File: src/rtl/dio_regfile_pkg.sv
package dio_regfile_pkg;
  localparam int BANK_W     = 8;
  localparam int OUT_BANKS  = 3;
  localparam int IN_BANKS   = 3;
  localparam int ADDR_W     = 4;
  localparam int OUT_W      = BANK_W * OUT_BANKS;
  localparam int IN_W       = BANK_W * IN_BANKS;
  localparam int MAX_BANKS  = (OUT_BANKS > IN_BANKS) ? OUT_BANKS : IN_BANKS;
  localparam int BANK_IDX_W = (MAX_BANKS > 1) ? $clog2(MAX_BANKS) : 1;
  localparam int MODE_BIT   = 1;

  localparam logic [ADDR_W-1:0] ADR_OUT_BASE    = 4'h0;
  localparam logic [ADDR_W-1:0] ADR_BIDIR_LATCH = 4'h3;
  localparam logic [ADDR_W-1:0] ADR_IN_BASE     = 4'h4;
  localparam logic [ADDR_W-1:0] ADR_BIDIR_PIN   = 4'h7;
  localparam logic [ADDR_W-1:0] ADR_MODE        = 4'hC;
  localparam logic [ADDR_W-1:0] ADR_RSVD        = 4'hD;
  localparam logic [ADDR_W-1:0] ADR_COS_EN      = 4'hE;
  localparam logic [ADDR_W-1:0] ADR_BOARD_RST   = 4'hF;

  typedef enum logic [2:0] {
    SEL_ZERO,
    SEL_OUT,
    SEL_BIDIR_LATCH,
    SEL_IN,
    SEL_BIDIR_PIN,
    SEL_MODE,
    SEL_COS_EN,
    SEL_IRQ
  } rdSel_e;

  typedef struct packed {
    logic [OUT_BANKS-1:0] wrOut;
    logic                 wrBidir;
    logic                 wrMode;
    logic                 wrCosEn;
    logic                 boardRst;
  } wrStrobe_t;
endpackage

File: src/rtl/dio_regfile_ctrl.sv
module dio_regfile_ctrl
  import dio_regfile_pkg::*;
(
  input  logic                  clk,
  input  logic                  rstN,
  input  logic [ADDR_W-1:0]     busAddr,
  input  logic                  busWrEn,
  output wrStrobe_t             strb,
  output rdSel_e                rdSel,
  output logic [BANK_IDX_W-1:0] bankIdx
);
  logic [ADDR_W-1:0] outOfs;
  logic [ADDR_W-1:0] inOfs;
  logic              isOutBank;
  logic              isInBank;

  assign outOfs    = busAddr - ADR_OUT_BASE;
  assign inOfs     = busAddr - ADR_IN_BASE;
  assign isOutBank = outOfs < ADDR_W'(OUT_BANKS);
  assign isInBank  = inOfs < ADDR_W'(IN_BANKS);

  // one write strobe per output bank
  for (genvar g = 0; g < OUT_BANKS; g++) begin : gOutStrobe
    assign strb.wrOut[g] = busWrEn && (outOfs == ADDR_W'(g));
  end

  assign strb.wrBidir  = busWrEn && (busAddr == ADR_BIDIR_LATCH);
  assign strb.wrMode   = busWrEn && (busAddr == ADR_MODE);
  assign strb.wrCosEn  = busWrEn && (busAddr == ADR_COS_EN);
  assign strb.boardRst = busWrEn && (busAddr == ADR_BOARD_RST);

  always_comb begin
    rdSel   = SEL_ZERO;
    bankIdx = '0;
    if (isOutBank) begin
      rdSel   = SEL_OUT;
      bankIdx = outOfs[BANK_IDX_W-1:0];
    end else if (isInBank) begin
      rdSel   = SEL_IN;
      bankIdx = inOfs[BANK_IDX_W-1:0];
    end else begin
      case (busAddr)
        ADR_BIDIR_LATCH: rdSel = SEL_BIDIR_LATCH;
        ADR_BIDIR_PIN:   rdSel = SEL_BIDIR_PIN;
        ADR_MODE:        rdSel = SEL_MODE;
        ADR_COS_EN:      rdSel = SEL_COS_EN;
        ADR_BOARD_RST:   rdSel = SEL_IRQ;
        default:         rdSel = SEL_ZERO;
      endcase
    end
  end

  // at most one register is written per cycle
  a_r1_single_strobe: assert property (@(posedge clk) disable iff (!rstN)
    $onehot0(strb));

  // the input-side window 0x4..0x7 never produces a write strobe
  a_r3_input_window_silent: assert property (@(posedge clk) disable iff (!rstN)
    (busWrEn && (inOfs <= ADDR_W'(IN_BANKS))) |-> (strb == '0));

  // the reserved and status addresses never produce a write strobe
  a_r10_reserved_silent: assert property (@(posedge clk) disable iff (!rstN)
    (busWrEn && (busAddr == ADR_RSVD || busAddr[3:2] == 2'b10)) |-> (strb == '0));
endmodule

File: src/rtl/dio_regfile_dpath.sv
module dio_regfile_dpath
  import dio_regfile_pkg::*;
#(
  parameter int SYNC_STAGES = 2
) (
  input  logic                  clk,
  input  logic                  rstN,
  input  wrStrobe_t             strb,
  input  rdSel_e                rdSel,
  input  logic [BANK_IDX_W-1:0] bankIdx,
  input  logic [BANK_W-1:0]     busWrData,
  input  logic [IN_W-1:0]       isoIn,
  input  logic [BANK_W-1:0]     bidirIn,
  input  logic                  irqPin,
  output logic [BANK_W-1:0]     busRdData,
  output logic [OUT_W-1:0]      outLines,
  output logic [BANK_W-1:0]     bidirOut,
  output logic [BANK_W-1:0]     bidirOe,
  output logic [BANK_W-1:0]     cosEnable,
  output logic                  boardRstPulse
);
  localparam int SYNC_W = IN_W + BANK_W;

  logic [BANK_W-1:0] outLatch [OUT_BANKS];
  logic [BANK_W-1:0] bidirLatch;
  logic              modeBit;
  logic [BANK_W-1:0] cosEnReg;
  logic              rstPulseQ;
  logic [SYNC_W-1:0] syncChain [SYNC_STAGES];
  logic [IN_W-1:0]   isoSync;
  logic [BANK_W-1:0] bidirSync;

  // output latches; a software reset wins over a write in the same cycle
  always_ff @(posedge clk or negedge rstN) begin
    if (!rstN) begin
      for (int b = 0; b < OUT_BANKS; b++) outLatch[b] <= '0;
      bidirLatch <= '0;
      modeBit    <= 1'b0;
      cosEnReg   <= '0;
    end else if (strb.boardRst) begin
      for (int b = 0; b < OUT_BANKS; b++) outLatch[b] <= '0;
      bidirLatch <= '0;
      modeBit    <= 1'b0;
      cosEnReg   <= '0;
    end else begin
      for (int b = 0; b < OUT_BANKS; b++)
        if (strb.wrOut[b]) outLatch[b] <= busWrData;
      if (strb.wrBidir) bidirLatch <= busWrData;
      if (strb.wrMode)  modeBit    <= busWrData[MODE_BIT];
      if (strb.wrCosEn) cosEnReg   <= busWrData;
    end
  end

  always_ff @(posedge clk or negedge rstN) begin
    if (!rstN) rstPulseQ <= 1'b0;
    else       rstPulseQ <= strb.boardRst;
  end

  // pin synchronizer, cleared only by hardware reset
  always_ff @(posedge clk or negedge rstN) begin
    if (!rstN) begin
      for (int s = 0; s < SYNC_STAGES; s++) syncChain[s] <= '0;
    end else begin
      syncChain[0] <= {bidirIn, isoIn};
      for (int s = 1; s < SYNC_STAGES; s++) syncChain[s] <= syncChain[s-1];
    end
  end

  assign isoSync   = syncChain[SYNC_STAGES-1][IN_W-1:0];
  assign bidirSync = syncChain[SYNC_STAGES-1][SYNC_W-1:IN_W];

  for (genvar g = 0; g < OUT_BANKS; g++) begin : gOutDrive
    assign outLines[g*BANK_W +: BANK_W] = outLatch[g];
  end

  assign bidirOe       = {BANK_W{modeBit}};
  assign bidirOut      = modeBit ? bidirLatch : '0;
  assign cosEnable     = cosEnReg;
  assign boardRstPulse = rstPulseQ;

  always_comb begin
    busRdData = '0;
    case (rdSel)
      SEL_OUT: begin
        for (int b = 0; b < OUT_BANKS; b++)
          if (bankIdx == BANK_IDX_W'(b)) busRdData = outLatch[b];
      end
      SEL_IN: begin
        for (int b = 0; b < IN_BANKS; b++)
          if (bankIdx == BANK_IDX_W'(b)) busRdData = isoSync[b*BANK_W +: BANK_W];
      end
      SEL_BIDIR_LATCH: busRdData = bidirLatch;
      SEL_BIDIR_PIN:   busRdData = bidirSync;
      SEL_MODE:        busRdData[MODE_BIT] = modeBit;
      SEL_COS_EN:      busRdData = cosEnReg;
      SEL_IRQ:         busRdData[0] = irqPin;
      default:         busRdData = '0;
    endcase
  end

  // the bank switches direction as a whole
  a_r5_oe_uniform: assert property (@(posedge clk) disable iff (!rstN)
    (bidirOe == '0) || (bidirOe == '1));

  // nothing is driven while the bank is an input
  a_r5_quiet_when_input: assert property (@(posedge clk) disable iff (!rstN)
    (bidirOe == '0) |-> (bidirOut == '0));

  // software reset clears every driven register and pulses the reset output
  a_r8_reset_clears: assert property (@(posedge clk) disable iff (!rstN)
    strb.boardRst |=> (outLines == '0 && bidirOe == '0 && cosEnable == '0 && boardRstPulse));

  // enable byte changes only on its own write or a reset
  a_r7_enable_holds: assert property (@(posedge clk) disable iff (!rstN)
    (!strb.wrCosEn && !strb.boardRst) |=> $stable(cosEnable));

  // output lines hold without a bank write or reset
  a_r1_outputs_hold: assert property (@(posedge clk) disable iff (!rstN)
    (strb.wrOut == '0 && !strb.boardRst) |=> $stable(outLines));
endmodule

File: src/rtl/dio_port_regfile.sv
module dio_port_regfile
  import dio_regfile_pkg::*;
#(
  parameter int SYNC_STAGES = 2
) (
  input  logic              clk,
  input  logic              rstN,
  input  logic [ADDR_W-1:0] busAddr,
  input  logic              busWrEn,
  input  logic [BANK_W-1:0] busWrData,
  output logic [BANK_W-1:0] busRdData,
  input  logic [IN_W-1:0]   isoIn,
  input  logic [BANK_W-1:0] bidirIn,
  input  logic              irqPin,
  output logic [OUT_W-1:0]  outLines,
  output logic [BANK_W-1:0] bidirOut,
  output logic [BANK_W-1:0] bidirOe,
  output logic [BANK_W-1:0] cosEnable,
  output logic              boardRstPulse
);
  wrStrobe_t             strb;
  rdSel_e                rdSel;
  logic [BANK_IDX_W-1:0] bankIdx;

  dio_regfile_ctrl uCtrl (
    .clk     (clk),
    .rstN    (rstN),
    .busAddr (busAddr),
    .busWrEn (busWrEn),
    .strb    (strb),
    .rdSel   (rdSel),
    .bankIdx (bankIdx)
  );

  dio_regfile_dpath #(.SYNC_STAGES(SYNC_STAGES)) uDpath (
    .clk           (clk),
    .rstN          (rstN),
    .strb          (strb),
    .rdSel         (rdSel),
    .bankIdx       (bankIdx),
    .busWrData     (busWrData),
    .isoIn         (isoIn),
    .bidirIn       (bidirIn),
    .irqPin        (irqPin),
    .busRdData     (busRdData),
    .outLines      (outLines),
    .bidirOut      (bidirOut),
    .bidirOe       (bidirOe),
    .cosEnable     (cosEnable),
    .boardRstPulse (boardRstPulse)
  );
endmodule

File: config.mk
export PLATFORM = sky130hd
export DESIGN_NAME = dio_port_regfile
export DESIGN_NICKNAME = d
export VERILOG_FILES = /design/src/rtl/dio_regfile_pkg.sv /design/src/rtl/dio_regfile_ctrl.sv /design/src/rtl/dio_regfile_dpath.sv /design/src/rtl/dio_port_regfile.sv
export SDC_FILE = /design/constraint.sdc
export NUM_CORES = 1
export LEC_CHECK = 0
export BUFFER_PORTS_ARGS = -buffer_cell sky130_fd_sc_hd__buf_2
export CAP_MARGIN = 20
export CORE_UTILIZATION = 53
export DETAILED_ROUTE_END_ITERATION = 6
export GPL_ROUTABILITY_DRIVEN = 1
export PLACE_DENSITY_LB_ADDON = 0.3
export SETUP_SLACK_MARGIN = 0.5
export SLEW_MARGIN = 10
export SYNTH_ARGS = -nofsm -noshare
export SYNTH_HDL_FRONTEND = slang
export SYNTH_SLANG_ARGS = --single-unit
export TNS_END_PERCENT = 100
File: constraint.sdc
create_clock -name clk -period 1.25 [get_ports clk]
set_input_delay 0 -clock clk [delete_from_list [all_inputs] [get_ports clk]]
set_output_delay 0 -clock clk [all_outputs]
set_load 0.02 [all_outputs]
# Word level (Yosys, flattened, before mapping)
# Index checks and enable logic that the tools add are counted.
word_totals:
  out_inout_bits: 57
  wordCells: 68
  n_memories: 0
  romBits: 0
  regBits: 106
  latchBits: 0
  mem_bits_rw: 0
  inputBits: 48
op_classes:
  shifts: 0
  magnitude_cmp: 2
  n_mul: 0
  n_mux: 25
  reduce_logical: 15
  add_sub_neg: 1
  eq_ne: 16
  div_mod_pow: 0
  bitwise_logic: 0
op_table:
  columns: ["cell", "count"]
  rows:
  - ["8-bit 2-to-1 mux", 14]
  - ["6-bit one-hot mux with 5 select lines", 1]
  - ["24-bit 2-to-1 mux", 1]
  - ["3-bit one-hot mux with 5 select lines", 1]
  - ["3-bit == test, second input constant", 4]
  - ["4-bit == test, second input constant", 3]
  - ["1-bit one-hot mux with 6 select lines", 2]
  - ["2-bit nonzero test", 6]
  - ["4-bit by 2-bit == test with 1-bit output, second input constant", 2]
  - ["4-bit by 2-bit < comparator with 1-bit output, second input constant", 2]
  - ["1-bit logical AND", 7]
  - ["3-bit by 2-bit == test with 1-bit output, second input constant", 2]
  - ["3-bit 2-to-1 mux", 2]
  - ["4-bit by 1-bit == test with 1-bit output, second input constant", 1]
  - ["4-bit by 3-bit == test with 1-bit output, second input constant", 1]
  - ["4-bit zero test", 1]
  - ["2-bit 2-to-1 mux", 2]
  - ["4-bit by 3-bit subtractor with 4-bit output, second input constant", 1]
  - ["3-bit by 1-bit == test with 1-bit output, second input constant", 1]
  - ["2-bit by 1-bit == test with 1-bit output, second input constant", 1]
  - ["2-bit == test, second input constant", 1]
  - ["2-bit zero test", 1]
  - ["1-bit 2-to-1 mux", 2]

# Longest topological paths before layout
# Gate-level depths: netlist (run 1).
logic_depth:
  word_depth: 9
  mapped_depth: 6
  depth_no_buf: 4

# Cells and area by module
# From an unflattened synthesis (run 1), not the netlist that was laid out.
hier_totals:
  cells_unflattened: 343
  area_unflattened_um2: 4281.6
modules_own_cells:
  columns: ["module", "n_inst", "seq_area_each_um2", "area_per_inst_um2", "cells_per_inst"]
  rows:
  - ["dio_regfile_dpath", 1, 2652.5, 4149.0, 317]
  - ["dio_regfile_ctrl", 1, 0.0, 132.6, 26]

# Worst setup path before layout (run 1)
# Ideal clock, no wire load.
synth_path:
  path_kind: "flip-flop to output port"
  start: "register uDpath.outLatch, in the netlist uDpath.outLines[23]"
  end: "output port busRdData[7]"
  stages_incl_launch_ff: 4
  path_buffers: 0
  path_slack_ns: 0.076
  t_required_ns: 1.250
  t_arrival_ns: 1.174
  path_cell_list: "dfrtp_1 > mux4_2 > nand2_1 > o211ai_1"
synth_via:
  elab_chain_cells: 2
synth_rtl:
  columns: ["element", "line", "source"]
  rows:
  - ["start, declared", "dio_regfile_dpath.sv:24", "logic [BANK_W-1:0] outLatch [OUT_BANKS];"]
  - ["start signal, assigned by index", "dio_regfile_dpath.sv:47", "if (strb.wrOut[b]) outLatch[b] <= busWrData;"]
  - ["8-bit 2-to-1 mux", "dio_regfile_dpath.sv:86", "if (bankIdx == BANK_IDX_W'(b)) busRdData = outLatch[b];"]
  - ["6-bit one-hot mux with 5 select lines", "dio_regfile_dpath.sv:83", "case (rdSel)"]
  - ["end, declared", "dio_port_regfile.sv:11", "output logic [BANK_W-1:0] busRdData,"]
# Every way passes these cells.

# Final worst setup path (run 1)
layout_path:
  start: "register uDpath.outLatch, in the netlist uDpath.outLines[6]"
  end: "output port busRdData[6]"
layout_via:
  elab_chain_cells: 4
layout_rtl:
  columns: ["element", "line"]
  rows:
  - ["8-bit 2-to-1 mux (3 in series)", "dio_regfile_dpath.sv:86"]
  - ["6-bit one-hot mux with 5 select lines", "dio_regfile_dpath.sv:83"]
# Every way passes these cells.

==> results of run 1 <==
[logic make-up after synthesis]
| logic type | after synthesis |
|---|---|
| AOI/OAI and AO/OA | 71 |
| buffers and inverters | 31 |
| DFF | 106 |
| muxes | 35 |
| and+or+nand+nor | 98 |
[power groups by stage]
stage                     logic (mW)  registers, mW  clock network, mW
after global placement          1.64           4.07                  0
final                           2.45           4.07               2.20
after floorplan                0.887           4.25                  0
after detailed placement        1.68           4.08                  0
after global routing            2.59           4.10               2.39
after CTS                       2.10           4.05               2.21
[metal layers]
layer,up-vias,track usage (%),share of wire (%)
li1,1529,-,-
met1,1773,33.3,38
met2,207,44.0,51
met3,40,7.21,7.3
met4,0,12.6,3.8
met5,-,0,0
[through the flow]
stage	instance area, µm²	hold WS (ns)
6_report	6270	0.0911
5_1_grt	6270	0.0834
4_1_cts	5950	0.0480
3_5_place_dp	5020	-0.0420
3_3_place_gp	5020	-0.0458
2_1_floorplan	4410	-0.296
[worst max-delay path, delay by kind of cell, from the launching register on]
| family | cells | cell delay (ns) |
|---|---|---|
| and+or+nand+nor | 1 | 0.12 |
| DFF | 1 | 0.43 |
| buffers and inverters | 1 | 0.16 |
| AOI/OAI and AO/OA | 3 | 0.57 |
[worst paths after layout]
check | start | endpoint | slack (ns) | cells after the start
setup / recovery | uDpath.outLines[6] | busRdData[6] | -0.40 | 5
hold / removal | busAddr[0] | uDpath.modeBit | 0.09 | 3
setup reg to reg | uDpath.outLines[4] | uDpath.outLines[4] | 0.18 | 5
hold reg to reg | uDpath.syncChain[47] | uDpath.isoSync[15] | 0.35 | 0
max in group asynchronous | rstN | uDpath.syncChain[40] | 0.62 | 3
min in group asynchronous | rstN | uDpath.outLines[23] | 0.10 | 2
[repair_timing]
action	CTS	global route
setup buffers	5	15
hold endpoints to repair	176	0
hold buffers	41	0
pin swaps	11	12
gates resized for setup	85	55
endpoints found under the setup margin	76	96
[synthesized netlist by cell type (3+ instances only)]
cell	instances	area, µm²
nand2b_1	10	62.6
buf_2	4	20.0
and2_1	8	50.1
o21ai_1	3	15.0
o21ai_0	16	80.1
buf_4	14	105
a211oi_1	5	37.5
buf_6	8	90.1
a22oi_1	6	45.0
dfrtp_1	106	2650
a21oi_1	3	15.0
a2bb2oi_1	11	96.3
a211o_1	6	52.6
nand3_1	3	15.0
mux2i_1	34	340
o22ai_2	5	62.6
clkbuf_1	3	11.3
nor2_1	47	176
nand2_1	12	45.0
o22ai_1	7	43.8
[sequential cells by signal (all words and copies together), names as in the netlist]
name	cells
uDpath.bidirLatch	8
uDpath.cosEnable	8
uDpath.boardRstPulse	1
uDpath.bidirSync	8
uDpath.isoSync	24
uDpath.modeBit	1
uDpath.syncChain	32
uDpath.outLines	24
[cell type report]
| cell class | count | area [µm²] |
|---|---|---|
| fillers | 419 | 1500 |
| well taps | 102 | 128 |
| clock inverters | 5 | 60.1 |
| repair buffers | 187 | 1690 |
| flip-flops and latches | 106 | 2660 |
| inverters | 2 | 7.51 |
| clock buffers | 11 | 151 |
| multi-input cells | 204 | 1570 |
==> out/metrics.cfg, run 1 <==
[outcome]
status=finished, violations left
failed_checks=setup timing

[synth]
async_flop_share_pct=100
syn_avg_cell_area_um2=12.6
syn_nets=389
synthSimpleGateAreaFrac_pct=12.1
ys_warn_count=0
yosys_register_bits=106
synthAdderAreaFrac_pct=0
seq_area_frac_synth_pct=61.7
synth_ff_type=dfrtp_1
synthCells=341
synth_compound_area_share_pct=12.3
synth-xor-area-share_pct=0
synthMuxAreaShare_pct=8.44
synthesis.area_mm2=0.00430
ys_types=46
synth_top_family_by_area=compound AO/OA/AOI/OAI gates
synth-edff-count=0

[clock_network]
clk_pin_slew_ns=0.10
tritoncts=done
cts_buffers=9
clock_latency_ns=0.36
cts.sinks=106
cts_buffer_depth=2
clock-root-buffer=clkbuf_8
cts_max_level=3

[cells_and_area]
fin_cells=617
layout_common_cells=dfrtp_1, buf_6, buf_2, nor2_1, dlygate4sd3_1
synthToLayoutAreaGrowth_pct=45.9
nNetsFinal=558
final_common_cell=dfrtp_1
drive_above_1_share_pct=42.1
final_util_pct=80.8
num_antenna_cells=0

[die]
rows=32
pin_count=105
initial_core_util_pct=55.3
core_mm2=0.00777
die_x_um=92.1
die_y_um=92.1
dieArea_mm2=0.00847

[sta]
fmax_mhz=605
worst_pin_slew_ns=0.491
tns_ns=-2.67
fin_crit_sh_pct=132
hold_viol_final=0
finalCriticalPeriod_ns=1.65
setup_violations=9
worst_slack_ns=-0.403
slew_violations=0
relSlewSlack_pct=67.1
rsz0062_at_grt=yes
skew_ns=0.00674

[power]
switching_power_mw=2.66
swShare_pct=30.5
p_leak_nw=3.06
peakVddDrop_mv=0.960
intPower_mw=6.07
combPwrFrac_pct=28.1
clock_power_share_pct=25.2
powerDensity_mw_per_mm2=1390
p_seq_share_pct=46.7
p_total_mw=8.73

[detailed_routing]
vias=3549
viasPerCell=5.75
firstDrtPassIters=5
drc=0
drt_iter0_drc=371
wirelength_mm=11.7
post_drt_wl_per_cell_um=18.9
ant_nets=0

[grt]
grt_pass1_wl_mm=16.9
antenna_found_initial=0
grt_pass1_vias=3330
grt_overflow=0
grtUsageTotal_pct=26.9
grt_max_degree=40

[placed_design]
gp_congestion=0.852
io_buffers=104
post-place-ws_ns=-0.0667
dp_cells=540
hpwl_mm=7.05

[critical_path]
startpoint_type=register
worstPathRequired_ns=1.25
criticalPathCategory=reg -> out
crit_slowest_cell=dfrtp_1
crit_path_end_kind=output port
critPathMaxStageDelay_ns=0.43
crit_chain=nor2_2, a2bb2oi_2, o22ai_1, a211o_1, buf_2
arrival_ns=1.65
path_max_fanout=3

[worst_hold_path]
hp-class=in -> reg

[flow_run]
max-cap-violations=0

Power figures use the tool's default switching activity.
==> run 2, diff against run 1 <==
--- a/config.mk
+++ b/config.mk
@@ -7,7 +7,7 @@
 export LEC_CHECK = 0
 export BUFFER_PORTS_ARGS = -buffer_cell sky130_fd_sc_hd__buf_2
 export CAP_MARGIN = 20
-export CORE_UTILIZATION = 53
+export CORE_UTILIZATION = 57
 export DETAILED_ROUTE_END_ITERATION = 6
 export GPL_ROUTABILITY_DRIVEN = 1
 export PLACE_DENSITY_LB_ADDON = 0.3
==> constraint.sdc (replaced) <==
create_clock -name clk -period 2.1 [get_ports clk]
set_input_delay 0 -clock clk [delete_from_list [all_inputs] [get_ports clk]]
set_output_delay 0 -clock clk [all_outputs]
set_load 0.02 [all_outputs]
==> out/metrics.cfg, run 2 (synthesized netlist as in run 1, its figures left out) <==
[sta]
relSlewSlack_pct=61.0  ; -6.2 points
fmax_mhz=622
setup_violations=0  ; -9
tns_ns=0  ; +2.67 ns
rsz0062_at_grt=yes
slew_violations=0  ; unchanged
finalCriticalPeriod_ns=1.61
worst_pin_slew_ns=0.586  ; +0.0952 ns
skew_ns=0.00811  ; +0.00137 ns
hold_viol_final=0  ; unchanged
worst_slack_ns=0.491  ; +0.895 ns
fin_crit_sh_pct=76.6

[cells_and_area]
drive_above_1_share_pct=33.8  ; -8.3 points
regMostFlops=uDpath.syncChain
largest_reg_flops=32  ; unchanged
num_antenna_cells=0  ; unchanged
final_util_pct=76.0  ; -4.8 points
synthToLayoutAreaGrowth_pct=28.2
layout_common_cells=dfrtp_1, buf_2, nor2_1, dlygate4sd3_1, mux2i_1
final_common_cell=dfrtp_1
nNetsFinal=528  ; -5.4%

[die]
die_y_um=88.8  ; -3.5%
die_x_um=88.8  ; -3.5%
core_mm2=0.00725  ; -6.6%
pin_count=105  ; unchanged
dieArea_mm2=0.00789  ; -6.9%
initial_core_util_pct=59.3  ; +3.9 points
rows=31  ; -3.1%

[clock_network]
tritoncts=done
cts_buffer_depth=2  ; unchanged
clk_pin_slew_ns=0.10  ; about the same
clock-root-buffer=clkbuf_8
clock_latency_ns=0.36  ; about the same
cts.sinks=106  ; unchanged
cts_buffers=9  ; unchanged
cts_max_level=3  ; unchanged

[detailed_routing]
viasPerCell=5.47  ; -4.9%
vias=3194  ; -10%
ant_nets=0  ; unchanged
post_drt_wl_per_cell_um=17.0  ; -10%
wirelength_mm=9.95  ; -15%
drt_iter0_drc=199  ; -46%
drc=0  ; unchanged
firstDrtPassIters=4  ; -1

[critical_path]
worstPathRequired_ns=2.10  ; +0.85 ns
cp_num_cells=4  ; -1
path_max_fanout=3  ; unchanged
crit_path_end_kind=output port
startpoint_type=register
cp_top_family=multiplexers
arrival_ns=1.61  ; -0.04 ns
crit_slowest_cell=mux4_2
crit_chain=mux4_2, nand2_2, o211ai_1, buf_4
critPathMaxStageDelay_ns=0.50  ; +0.07 ns
criticalPathCategory=reg -> out
reg2reg_depth=3  ; -2
path_buf_inv=1  ; unchanged

[power]
p_total_mw=4.59  ; -47%
powerDensity_mw_per_mm2=833  ; -40%
peakVddDrop_mv=0.498  ; -48%
p_leak_nw=2.77  ; -9.3%

[placed_design]
gp_congestion=0.886  ; +4.0%
io_buffers=104  ; unchanged
hpwl_mm=6.36  ; -9.8%
post-place-ws_ns=0.349  ; +0.415 ns

[flow_run]
max-cap-violations=0  ; unchanged

[grt]
grt_overflow=0  ; unchanged
grt_max_degree=63  ; +57%
antenna_found_initial=0  ; unchanged
grtUsageTotal_pct=26.5  ; -0.43 points
grt_pass1_vias=3066  ; -7.9%
grt_pass1_wl_mm=15.1  ; -10%

[outcome]
status=finished clean

[worst_hold_path]
hp-class=in -> reg
whs_path_depth=3  ; unchanged

[run 2: cell count changes in the layout (fill, tap and decap cells not counted), sizes merged]
cell	change
dlygate4sd3	+1
clkinv	+1
bufinv	-1
buf	-30
dlymetal6s4s	-1
[run 2: cell type report]
| class | count | area (µm²) |
|---|---|---|
| Inverter | 2 | 7.51 |
| Clock inverter | 5 | 47.5 |
| Multi-Input combinational cell | 204 | 1480 |
| Sequential cell | 106 | 2650 |
| Timing Repair Buffer | 157 | 1060 |
| Fill cell | 481 | 1740 |
| Clock buffer | 11 | 141 |
| Tap cell | 99 | 124 |
[run 2: routing by layer]
metal	part of all wire [%]	global-route usage, %	vias to the layer above	wire [µm]
met3	5.7	4.76	22	564
met5	0	0	-	0
met2	50	42.6	147	4960
met4	3.1	13.3	0	312
met1	41	34.8	1561	4110
li1	-	-	1464	-
[run 2: per-stage QoR]
| stage | instances | hold WS (ns) | area [µm²] |
|---|---|---|---|
| global route | 584 | 0.188 | 5510 |
| CTS | 581 | 0.124 | 5420 |
| global placement | 522 | 0.0347 | 4780 |
| detailed placement | 522 | 0.0381 | 4780 |
| floorplan | 341 | -0.296 | 4300 |
| finish | 584 | 0.153 | 5510 |
[run 2: worst min-delay path: cells and delay by family]
family,cells,cell delay (ns)
compound gates,2,0.25
buf+inv,1,0.23
[run 2: worst paths after layout]
kind | start | endpoint | slack, ns
worst max register to register | uDpath.modeBit | uDpath.modeBit | 1.19
max in group asynchronous | rstN | uDpath.isoSync[23] | 1.20
worst max-delay path | uDpath.bidirLatch[7] | busRdData[7] | 0.49
min in group asynchronous | rstN | uDpath.outLines[12] | 0.18
worst min-delay path | busAddr[1] | uDpath.modeBit | 0.15
worst min register to register | uDpath.syncChain[56] | uDpath.bidirSync[0] | 0.35
[run 2: power breakdown]
group	switching, mW	total (mW)	leakage (nW)	internal (mW)
registers	0.145	2.38	1.29	2.24
logic	0.616	1.03	1.39	0.414
clock network	0.690	1.18	0.0936	0.485
[run 2: what timing repair did]
| action | CTS | global route |
|---|---|---|
| buffers inserted | 2 | 3 |
| setup endpoints to repair | 7 | 6 |
| endpoints found under the hold margin | 116 | 0 |
| hold buffers | 41 | 0 |
| pin swaps | 1 | 8 |
| resized for setup | 5 | 17 |
